### src/rtl/dispirq_pkg.sv
package dispirq_pkg;
    localparam int STAT_W = 10;
    // status bits that exist: 0, 2, 5, 6, 8, 9
    localparam logic [STAT_W-1:0] STAT_IMPL = 10'h365;
    // status bits that may be enabled onto the interrupt line: 5, 6, 8, 9
    localparam logic [STAT_W-1:0] EN_IMPL = 10'h360;
    localparam int REG_IDX_W = 3;

    typedef enum logic [REG_IDX_W-1:0] {
        REG_RAW = 3'd0,
        REG_MSK = 3'd1,
        REG_ENS = 3'd2,
        REG_ENC = 3'd3,
        REG_EOI = 3'd4
    } reg_idx_e;

    typedef struct packed {
        logic [STAT_W-1:0] bits;
    } vec_st;

    typedef struct packed {
        logic irq;
    } line_st;
endpackage

### src/rtl/dispirq_decode.sv
module dispirq_decode
    import dispirq_pkg::*;
#(
    parameter int ADDR_W = 3,
    parameter int DATA_W = 32
) (
    input  logic              bus_wr_i,
    input  logic [ADDR_W-1:0] bus_addr_i,
    input  logic [DATA_W-1:0] bus_wdata_i,
    output logic [STAT_W-1:0] clr_o,
    output logic [STAT_W-1:0] set_o,
    output logic [STAT_W-1:0] unset_o,
    output logic              eoi_o
);
    logic [STAT_W-1:0] low_bits;
    logic              unused_hi;

    assign low_bits  = bus_wdata_i[STAT_W-1:0];
    assign unused_hi = ^bus_wdata_i[DATA_W-1:STAT_W];

    always_comb begin
        clr_o   = '0;
        set_o   = '0;
        unset_o = '0;
        eoi_o   = 1'b0;
        if (bus_wr_i) begin
            if (bus_addr_i == ADDR_W'(REG_RAW) || bus_addr_i == ADDR_W'(REG_MSK)) begin
                clr_o = low_bits & STAT_IMPL;
            end
            if (bus_addr_i == ADDR_W'(REG_ENS)) begin
                set_o = low_bits & EN_IMPL;
            end
            if (bus_addr_i == ADDR_W'(REG_ENC)) begin
                unset_o = low_bits & EN_IMPL;
            end
            if (bus_addr_i == ADDR_W'(REG_EOI)) begin
                eoi_o = 1'b1;
            end
        end
    end
endmodule

### src/rtl/dispirq_status.sv
module dispirq_status
    import dispirq_pkg::*;
(
    input  logic              clk,
    input  logic              rst_n,
    input  logic [STAT_W-1:0] evt_i,
    input  logic [STAT_W-1:0] clr_i,
    output logic [STAT_W-1:0] stat_q_o,
    output logic [STAT_W-1:0] stat_d_o
);
    vec_st             s_d, s_q;
    logic [STAT_W-1:0] nxt;
    logic              unused_in;

    assign unused_in = ^((evt_i | clr_i) & ~STAT_IMPL);

    for (genvar b = 0; b < STAT_W; b++) begin : g_bit
        if (STAT_IMPL[b]) begin : g_live
            // a new event outranks a clear in the same cycle
            assign nxt[b] = evt_i[b] | (s_q.bits[b] & ~clr_i[b]);
        end else begin : g_tied
            assign nxt[b] = 1'b0;
        end
    end

    always_comb begin
        s_d.bits = nxt;
    end

    always_ff @(posedge clk) begin
        if (!rst_n) begin
            s_q <= '0;
        end else begin
            s_q <= s_d;
        end
    end

    assign stat_q_o = s_q.bits;
    assign stat_d_o = s_d.bits;
endmodule

### src/rtl/dispirq_enable.sv
module dispirq_enable
    import dispirq_pkg::*;
(
    input  logic              clk,
    input  logic              rst_n,
    input  logic [STAT_W-1:0] set_i,
    input  logic [STAT_W-1:0] unset_i,
    output logic [STAT_W-1:0] en_q_o,
    output logic [STAT_W-1:0] en_d_o
);
    vec_st             e_d, e_q;
    logic [STAT_W-1:0] nxt;
    logic              unused_in;

    assign unused_in = ^((set_i | unset_i) & ~EN_IMPL);

    for (genvar b = 0; b < STAT_W; b++) begin : g_bit
        if (EN_IMPL[b]) begin : g_live
            assign nxt[b] = set_i[b] | (e_q.bits[b] & ~unset_i[b]);
        end else begin : g_tied
            assign nxt[b] = 1'b0;
        end
    end

    always_comb begin
        e_d.bits = nxt;
    end

    always_ff @(posedge clk) begin
        if (!rst_n) begin
            e_q <= '0;
        end else begin
            e_q <= e_d;
        end
    end

    assign en_q_o = e_q.bits;
    assign en_d_o = e_d.bits;
endmodule

### src/rtl/dispirq_agg.sv
module dispirq_agg
    import dispirq_pkg::*;
#(
    parameter int ADDR_W = 3,
    parameter int DATA_W = 32
) (
    input  logic              clk,
    input  logic              rst_n,
    input  logic [STAT_W-1:0] evt_i,
    input  logic              bus_wr_i,
    input  logic [ADDR_W-1:0] bus_addr_i,
    input  logic [DATA_W-1:0] bus_wdata_i,
    output logic [DATA_W-1:0] bus_rdata_o,
    output logic              irq_o
);
    logic [STAT_W-1:0] clr_w, set_w, unset_w;
    logic              eoi_w;
    logic [STAT_W-1:0] stat_q, stat_d, en_q, en_d;
    line_st            l_d, l_q;

    dispirq_decode #(.ADDR_W(ADDR_W), .DATA_W(DATA_W)) u_decode (
        .bus_wr_i   (bus_wr_i),
        .bus_addr_i (bus_addr_i),
        .bus_wdata_i(bus_wdata_i),
        .clr_o      (clr_w),
        .set_o      (set_w),
        .unset_o    (unset_w),
        .eoi_o      (eoi_w)
    );

    dispirq_status u_status (
        .clk     (clk),
        .rst_n   (rst_n),
        .evt_i   (evt_i),
        .clr_i   (clr_w),
        .stat_q_o(stat_q),
        .stat_d_o(stat_d)
    );

    dispirq_enable u_enable (
        .clk    (clk),
        .rst_n  (rst_n),
        .set_i  (set_w),
        .unset_i(unset_w),
        .en_q_o (en_q),
        .en_d_o (en_d)
    );

    // line follows next-state pending work, forced low for one cycle by EOI
    always_comb begin
        l_d.irq = (|(stat_d & en_d)) & ~eoi_w;
    end

    always_ff @(posedge clk) begin
        if (!rst_n) begin
            l_q <= '0;
        end else begin
            l_q <= l_d;
        end
    end

    always_comb begin
        bus_rdata_o = '0;
        if (bus_addr_i == ADDR_W'(REG_RAW)) begin
            bus_rdata_o = DATA_W'(stat_q);
        end else if (bus_addr_i == ADDR_W'(REG_MSK)) begin
            bus_rdata_o = DATA_W'(stat_q & en_q);
        end else if (bus_addr_i == ADDR_W'(REG_ENS) || bus_addr_i == ADDR_W'(REG_ENC)) begin
            bus_rdata_o = DATA_W'(en_q);
        end
    end

    assign irq_o = l_q.irq;
endmodule

### config.mk
export PLATFORM = sky130hd
export DESIGN_NAME = dispirq_agg
export DESIGN_NICKNAME = d
export VERILOG_FILES = /design/src/rtl/dispirq_pkg.sv /design/src/rtl/dispirq_decode.sv /design/src/rtl/dispirq_status.sv /design/src/rtl/dispirq_enable.sv /design/src/rtl/dispirq_agg.sv
export SDC_FILE = /design/constraint.sdc
export NUM_CORES = 1
export LEC_CHECK = 0
export BUFFER_PORTS_ARGS = -buffer_cell sky130_fd_sc_hd__buf_2
export CAP_MARGIN = 20
export CORE_ASPECT_RATIO = 1.2
export CORE_UTILIZATION = 35
export CTS_BUF_LIST = sky130_fd_sc_hd__clkbuf_4
export CTS_CLUSTER_SIZE = 12
export DETAILED_ROUTE_END_ITERATION = 7
export PLACE_DENSITY = 0.88
export SLEW_MARGIN = 20
export SYNTH_ARGS = -nofsm -noshare
export SYNTH_HDL_FRONTEND = slang
export SYNTH_SLANG_ARGS = --single-unit
### constraint.sdc
create_clock -name clk -period 1.66 [get_ports clk]
set_input_delay 0.249 -clock clk [delete_from_list [all_inputs] [get_ports clk]]
set_output_delay 0.249 -clock clk [all_outputs]
set_load 0.02 [all_outputs]
Yosys cells after proc, flatten, opt, wreduce, memory -nomap -nowiden:

Cells that the tools add are included.

* add/sub/neg operators: 0
* multipliers: 0
* divide/modulo/power cells: 0
* $lt $le $gt $ge: 0
* equality and inequality tests: 4
* shift operators: 0
* multiplexer cells: 11
* bitwise gates (word level): 34
* reduce and logical (&&, ||, !) cells: 4

Operator list (count)
* 10-bit two-way mux: 9
* 10-bit AND: 2
* 1-bit AND: 11
* 1-bit inverter: 11
* 1-bit OR: 10
* 10-bit OR reduction: 1
* 3-bit by 2-bit == test with 1-bit output (second input constant): 2
* 3-bit by 1-bit == test with 1-bit output (second input constant): 1
* 3-bit == test (second input constant): 1
* 3-bit zero test: 1
* 1-bit logical OR: 2
* 1-bit two-way mux: 2

* register bits after elaboration: 21
* bits in latches: 0
* bits in writable memories: 0
* memory bits (read-only): 0
* input bits: 48
* output and inout bits: 33
* memories kept: 0

Depth between registers and ports, before layout:

Gate-level depths: netlist of the first run.

* depth in word-level cells: 10
* depth in mapped cells: 5
* depth with buffers taken out: 4

By module:

Synthesis of the first run repeated with hierarchy kept, for this count alone.

* cell total of the unflattened synthesis: 163
* area, all modules: 1360.1 µm²

Modules (own cells, without submodules)
* dispirq_agg: times used 1, cells an instance 64, area an instance 452.9 µm²
* dispirq_status: times used 1, cells an instance 33, area an instance 349.1 µm²
* dispirq_enable: times used 1, cells an instance 29, area an instance 284.0 µm²
* dispirq_decode: times used 1, cells an instance 37, area an instance 274.0 µm²

Worst setup path before layout of the first run:

OpenSTA, ideal clock, no wires.

* path kind: in2out
* start point: input bus_addr_i[1]
* end point: output bus_rdata_o[0]
* data arrival time: 1.155 ns
* data required time: 1.411 ns
* setup slack: 0.256 ns
* stages on the path: 2
* path buffers: 1
* cells stage by stage: buf_6 nor4b_1

* cells in the longest elaborated chain, start to end: 5

RTL lines
* from (decl): RTL line dispirq_agg.sv:11 `input logic [ADDR_W-1:0] bus_addr_i,`
* 3-bit by 2-bit == test with 1-bit output: RTL line dispirq_agg.sv:68 `end else if (bus_addr_i == ADDR_W'(REG_ENS) || bus_addr_i == ADDR_W'(REG_ENC)) begin`
* 1-bit logical OR: RTL line dispirq_agg.sv:68
* 10-bit two-way mux: RTL line dispirq_agg.sv:68
* 10-bit two-way mux: RTL line dispirq_agg.sv:66 `end else if (bus_addr_i == ADDR_W'(REG_MSK)) begin`
* 10-bit two-way mux (*): RTL line dispirq_agg.sv:64 `if (bus_addr_i == ADDR_W'(REG_RAW)) begin`
* to (decl): RTL line dispirq_agg.sv:13 `output logic [DATA_W-1:0] bus_rdata_o,`

Mark *: on every way between the ends. The rest lies on a longest branch, timed or not.

Worst setup path after layout of the first run:

* start point: input bus_addr_i[1]
* end point: output bus_rdata_o[6]

Same word-level chain as after synthesis.

==> results of run 1 <==
## layout make-up
class | count | share of cell area
Timing Repair Buffer | 24 | 0.141
Inverter | 1 | 0.00440
Clock buffer | 4 | 0.0352
Multi-Input combinational cell | 76 | 0.518
Tap cell | 30 | 0.0440
Sequential cell | 11 | 0.258
## path summary, 6_finish.rpt
kind / slack (ns) / cells after the start / end
hold reg to reg: 0.51 / 2 / u_status.stat_q_o[2]$_SDFF_PN0_
hold / removal: 0.22 / 3 / u_status.stat_q_o[0]$_SDFF_PN0_
setup / recovery: 0.20 / 5 / bus_rdata_o[6]
setup reg to reg: 0.69 / 3 / irq_o$_SDFF_PN0_
## power by group through the flow
stage / combinational, W / clock (W) / sequential, W
floorplan: 0.000165 / 0 / 0.000290
global placement: 0.000149 / 0 / 0.000289
detailed placement: 0.000153 / 0 / 0.000290
CTS: 0.000154 / 0.000203 / 0.000284
global route: 0.000170 / 0.000212 / 0.000286
finish: 0.000153 / 0.000195 / 0.000285
## through the flow
step | hold slack (ns) | instance area (sq um) | power, W | util | setup slack [ns]
after global placement | 0.477 | 823 | 0.000439 | 0.389 | 0.212
after detailed placement | 0.488 | 823 | 0.000443 | 0.389 | 0.203
final | 0.215 | 853 | 0.000633 | 0.403 | 0.196
after floorplan | 0.388 | 898 | 0.000456 | - | 0.256
after global routing | 0.222 | 853 | 0.000668 | 0.403 | 0.0551
after CTS | 0.210 | 853 | 0.000641 | 0.403 | 0.199
## synth_stat cells (2+ instances only)
cell type	instances
nand4b_1	3
dfxtp_1	11
a21oi_1	6
nor2b_1	8
nor4b_1	2
nor3_1	4
buf_4	26
o22ai_1	2
buf_6	3
nand3_1	3
mux2i_1	4
nand4bb_1	4
nor2_1	10
## worst min-delay path: cells and delay by family
kind | cells | cell delay (ns)
compound gates | 1 | 0.03
buf+inv | 1 | 0.07
simple gates | 1 | 0.09
## state kept, by name, summed over array words and instances (netlist names)
signal and cells:
u_status.stat_q_o 6, u_enable.en_q_o 4, irq_o 1
## layer usage
layer | part of all wire | routed length (um) | global-route usage
met1 | 0.37 | 530 | 0.125
met2 | 0.54 | 772 | 0.219
met3 | 0.059 | 84 | 0.0198
met4 | 0.022 | 31 | 0.103
met5 | 0 | 0 | 0
## logic make-up after synthesis
family,share of synthesized area
multiplexers,0.0498
buffers and inverters,0.294
AND/OR/NAND/NOR,0.313
other,0.00466
flip-flops,0.274
AO/OA/AOI/OAI,0.0653
## cells in the final DEF (no fill, tap or decap)
| cell | netlist | layout |
|---|---|---|
| nor4b_1 | 2 | 2 |
| and2b_1 | 1 | 1 |
| mux2i_1 | 4 | 4 |
| buf_2 | 0 | 24 |
| nand4b_1 | 3 | 3 |
| o22ai_1 | 2 | 2 |
| a21oi_1 | 6 | 6 |
| nand4bb_1 | 4 | 4 |
| nor2b_1 | 8 | 8 |
| and2b_2 | 1 | 1 |
| clkbuf_4 | 0 | 4 |
| nor2_1 | 10 | 10 |
| inv_1 | 1 | 1 |
| dfxtp_1 | 11 | 11 |
| nand4b_4 | 1 | 1 |
| nand3_1 | 3 | 3 |
| conb_1 | 1 | 26 |
| o211a_1 | 1 | 1 |
| nor3_1 | 4 | 4 |
==> metrics.txt, run 1 <==
combinational share of power=0.242; Final setup violation count=0; CTS clk-pin slew, worst paths=0.06 ns; Die X=about 46 um; total negative setup slack=0 ns; critical path class=in2out; internal power=0.000434 W; Max Freq=between 600 and 700 MHz; largest net degree at the start of global routing=17; port bufs=24; CP required=between 1 and 1.5 ns; switching share of total power=0.315; layout cells sized above 1=0.259; Crit-path slowest cell=nor2_1; Nets=~170; multi-input logic area=442 sq um; CTS tree=done; final critical-path required period=~1.5 ns; vias in the first global route=510; total gr overflow=0; GRT Total Usage=0.124; CTS Buf Count=3; Root Driver=clkbuf_4; R2R Path Start=u_enable.en_q_o[9]$_SDFF_PN0_; max-slew violation count=0; startpoint types=input port; clock power share=0.308; register area=220 sq um; Mean Syn Cell Area=about 8.7 sq um; Clock Path Buffers=2; Data arrival, critical path=between 1 and 1.5 ns; Gate Count Post-Synth=a little over 90; CP top delay family=simple AND/OR/NAND/NOR gates; core area=2120 sq um; CP startpoint=bus_addr_i[1]; ANT nets after route=0; hpwl dp=between 1000 and 1500 um; hold_sp=evt_i[0]; Final Hold Viols=0; register share of total power=0.450; WL/cell=between 9 and 10 um; fillers=~220; Placed Cells=around 140; Mapped Area=approximately 800 sq um; crit end category=primary output; Setup Buffers After CTS=0; CP Cell Sequence=buf_2 > nor2_1 > nor2_1 > nor3_1 > buf_2; post-cts sizing count=0; CP peak stage delay=0.30 ns; MaxCap Viol Count=0; Post-synth EDFFs=0; RSZ-0062 raised after global routing=false; io pins=just over 80; Via density=4.33; # DRC=0; Worst Clk Skew=0.00326 ns; synth-to-layout area growth=6.07%; Initial Utilization=0.380; Rows=18; first-pass GRT wire length=around 2100 um; Leak=roughly 0.45 nW; n_diodes=0; ys async rst share=0; synth unique cells=20; DR iter-0 viols=11; clk sinks=11; Cell Pwr Density=742 nW/um^2; Hold Path Class=in2reg; Synth top area share=0.274; CTS Hold Bufs=0; post-synthesis sequential area ratio=0.274; die area=roughly 2500 sq um; worst path bufs/invs=2; Clock H-tree levels=1; RD Place Congestion=slightly above 0.7; Post-synth top flop=dfxtp_1; Switching Power=~0.0002 W; initial antenna violation count=0; clock insertion delay at the later pin of the skew report=~0.27 ns; status=completed; non-filler cells, final=about 150; VDD IR-drop max=0.000367 V; Tcrit/Tclk final=0.882; Warnings, synthesis=0; drt total wl=about 1400 um; Vias=roughly 630; flops & latches, synth=11; first drt pass iteration count=4; CP Max Fanout=16; Die Y=~55 um; Synth area leaders=dfxtp_1 (27%), buf_4 (24%), nor2b_1 (6.2%), nand4bb_1 (5.6%), mux2i_1 (5.0%); Synth area leader=dfxtp_1
Note: power is estimated with default switching activity, not from simulation.
==> run 2: changes to the inputs <==
Settings changed: PLACE_DENSITY 0.88 to unset, PLACE_DENSITY_LB_ADDON set to 0.3.
==> run 2 against run 1 <==
Net effect: hold slack got worse by 0.016 ns; maximum frequency up 1.3%; sequential share of layout area fell by 0.23 points; register-to-register slack better by 0.04 ns; critical path depth unchanged; sequential cell count did not move; largest power group unchanged; critical path type unchanged; worst setup slack gained 0.018 ns; highest routed layer unchanged.
==> metrics.txt, run 2 (same netlist as run 1, synthesis figures left out) <==
status=completed; Via density=4.50 (+4.0%); total negative setup slack=0 ns (unchanged); CP Max Fanout=8 (-8); largest net degree at the start of global routing=17 (unchanged); clock insertion delay at the later pin of the skew report=0.28 ns (about the same); Leak=0.452 nW (+1.1%); first drt pass iteration count=4 (unchanged); drt total wl=1490 um (+4.9%); R2R Path Start=u_enable.en_q_o[9]$_SDFF_PN0_; commonest non-fill, non-tap cell in the layout=conb_1; CTS Hold Bufs=0 (unchanged); Clock H-tree levels=1 (unchanged); Vias=662 (+4.7%); Final setup violation count=0 (unchanged); layout cells sized above 1=0.265 (+0.00634); hold_sp=evt_i[0]; CTS tree=done; most frequent cells in the layout=conb_1 (26), buf_2 (24), dfxtp_1 (11); io pins=81 (unchanged); first-pass GRT wire length=2190 um (+4.6%); fillers=233 (+4.0%); CP required=1.41 ns (about the same); clk sinks=11 (unchanged); MaxCap Viol Count=0 (unchanged); CTS Buf Count=3 (unchanged); port bufs=24 (unchanged); Final Hold Viols=0 (unchanged); die area=2500 sq um (unchanged); Worst R2R Path Depth=3 (unchanged); DR iter-0 viols=5 (-6); hpwl dp=1120 um (-5.4%); GRT Total Usage=0.127 (+0.00357); Rows=18 (unchanged); RSZ-0062 raised after global routing=false; CTS clk-pin slew, worst paths=0.07 ns (about the same); startpoint types=input port; Setup Buffers After CTS=0 (unchanged); Die X=45.8 um (unchanged); synth-to-layout area growth=7.00%; max reg flops=6 (unchanged); critical path class=in2out; Tcrit/Tclk final=0.871 (-0.0109); total gr overflow=0 (unchanged); Fin Hold WS=0.199 ns (-0.0164 ns); WL/cell=10.1 um (+4.1%); RD Place Congestion=0.674 (-6.1%); CP startpoint=bus_addr_i[1]; initial antenna violation count=0 (unchanged); Clock Path Buffers=2 (unchanged); post-cts sizing count=0 (unchanged); hold depth=3 (unchanged); Post-DP Area=831 sq um (+0.91%); Initial Utilization=0.380 (unchanged); Max Freq=692 MHz (+1.3%); Hold Path Class=in2reg; Cell Pwr Density=753 nW/um^2 (+1.5%); vias in the first global route=503 (-1.4%); Nets=166 (+0.61%); Worst Clk Skew=0.00318 ns (-0.0000762 ns); VDD IR-drop max=0.000352 V (-4.1%); r2r setup slk=0.73 ns (+0.04 ns); # DRC=0 (unchanged); core area=2120 sq um (unchanged); Power Total=0.000648 W (+2.3%); final critical-path required period=1.45 ns (-0.0182 ns); crit end category=primary output; ANT nets after route=0 (unchanged); Die Y=54.5 um (unchanged); Root Driver=clkbuf_4; max-slew violation count=0 (unchanged); Data arrival, critical path=1.20 ns (about the same); n_diodes=0 (unchanged); Design Area, Final=861 sq um (+0.88%)
[run 2: changes by cell type in the layout (fill, tap and decap cells not counted), sizes merged]
cell	change
buf	+1
[run 2: path summary, 6_finish.rpt]
| kind | to |
|---|---|
| max | bus_rdata_o[5] |
| min | u_status.stat_q_o[0]$_SDFF_PN0_ |
| max reg2reg | irq_o$_SDFF_PN0_ |
| min reg2reg | u_status.stat_q_o[0]$_SDFF_PN0_ |
[run 2: worst max-delay path, cell delays in order]
cell	delay [ns]
buf_2	0.15
nor2_1	0.34
nor2_1	0.07
nor3_1	0.19
buf_2	0.19
[run 2: area by class of cell]
| cell class | instances | area, sq um | area share |
|---|---|---|---|
| flip-flops and latches | 11 | 220 | 0.256 |
| well taps | 30 | 37.5 | 0.0436 |
| multi-input cells | 76 | 442 | 0.513 |
| repair buffers | 25 | 128 | 0.148 |
| inverters | 1 | 3.75 | 0.00436 |
| clock buffers | 4 | 30.0 | 0.0349 |
[run 2: through the flow]
stage / worst slack (ns) / util / instances
after floorplan: 0.256 / - / 118
after global placement: 0.209 / 0.392 / 143
after detailed placement: 0.191 / 0.392 / 143
after CTS: 0.194 / 0.407 / 147
after global routing: 0.130 / 0.407 / 147
final: 0.215 / 0.407 / 147
[run 2: power breakdown]
part,internal [W],total [W],switching [W]
registers,0.000278,0.000284,0.00000584
logic,0.0000476,0.000157,0.000109
clock network,0.000110,0.000208,0.0000980
[run 2: routing by layer]
metal	track usage	share of wire	up-vias
li1	-	-	312
met1	0.147	0.44	305
met2	0.210	0.47	43
met3	0.0231	0.078	2
met4	0.0882	0.011	0
met5	0	0	-
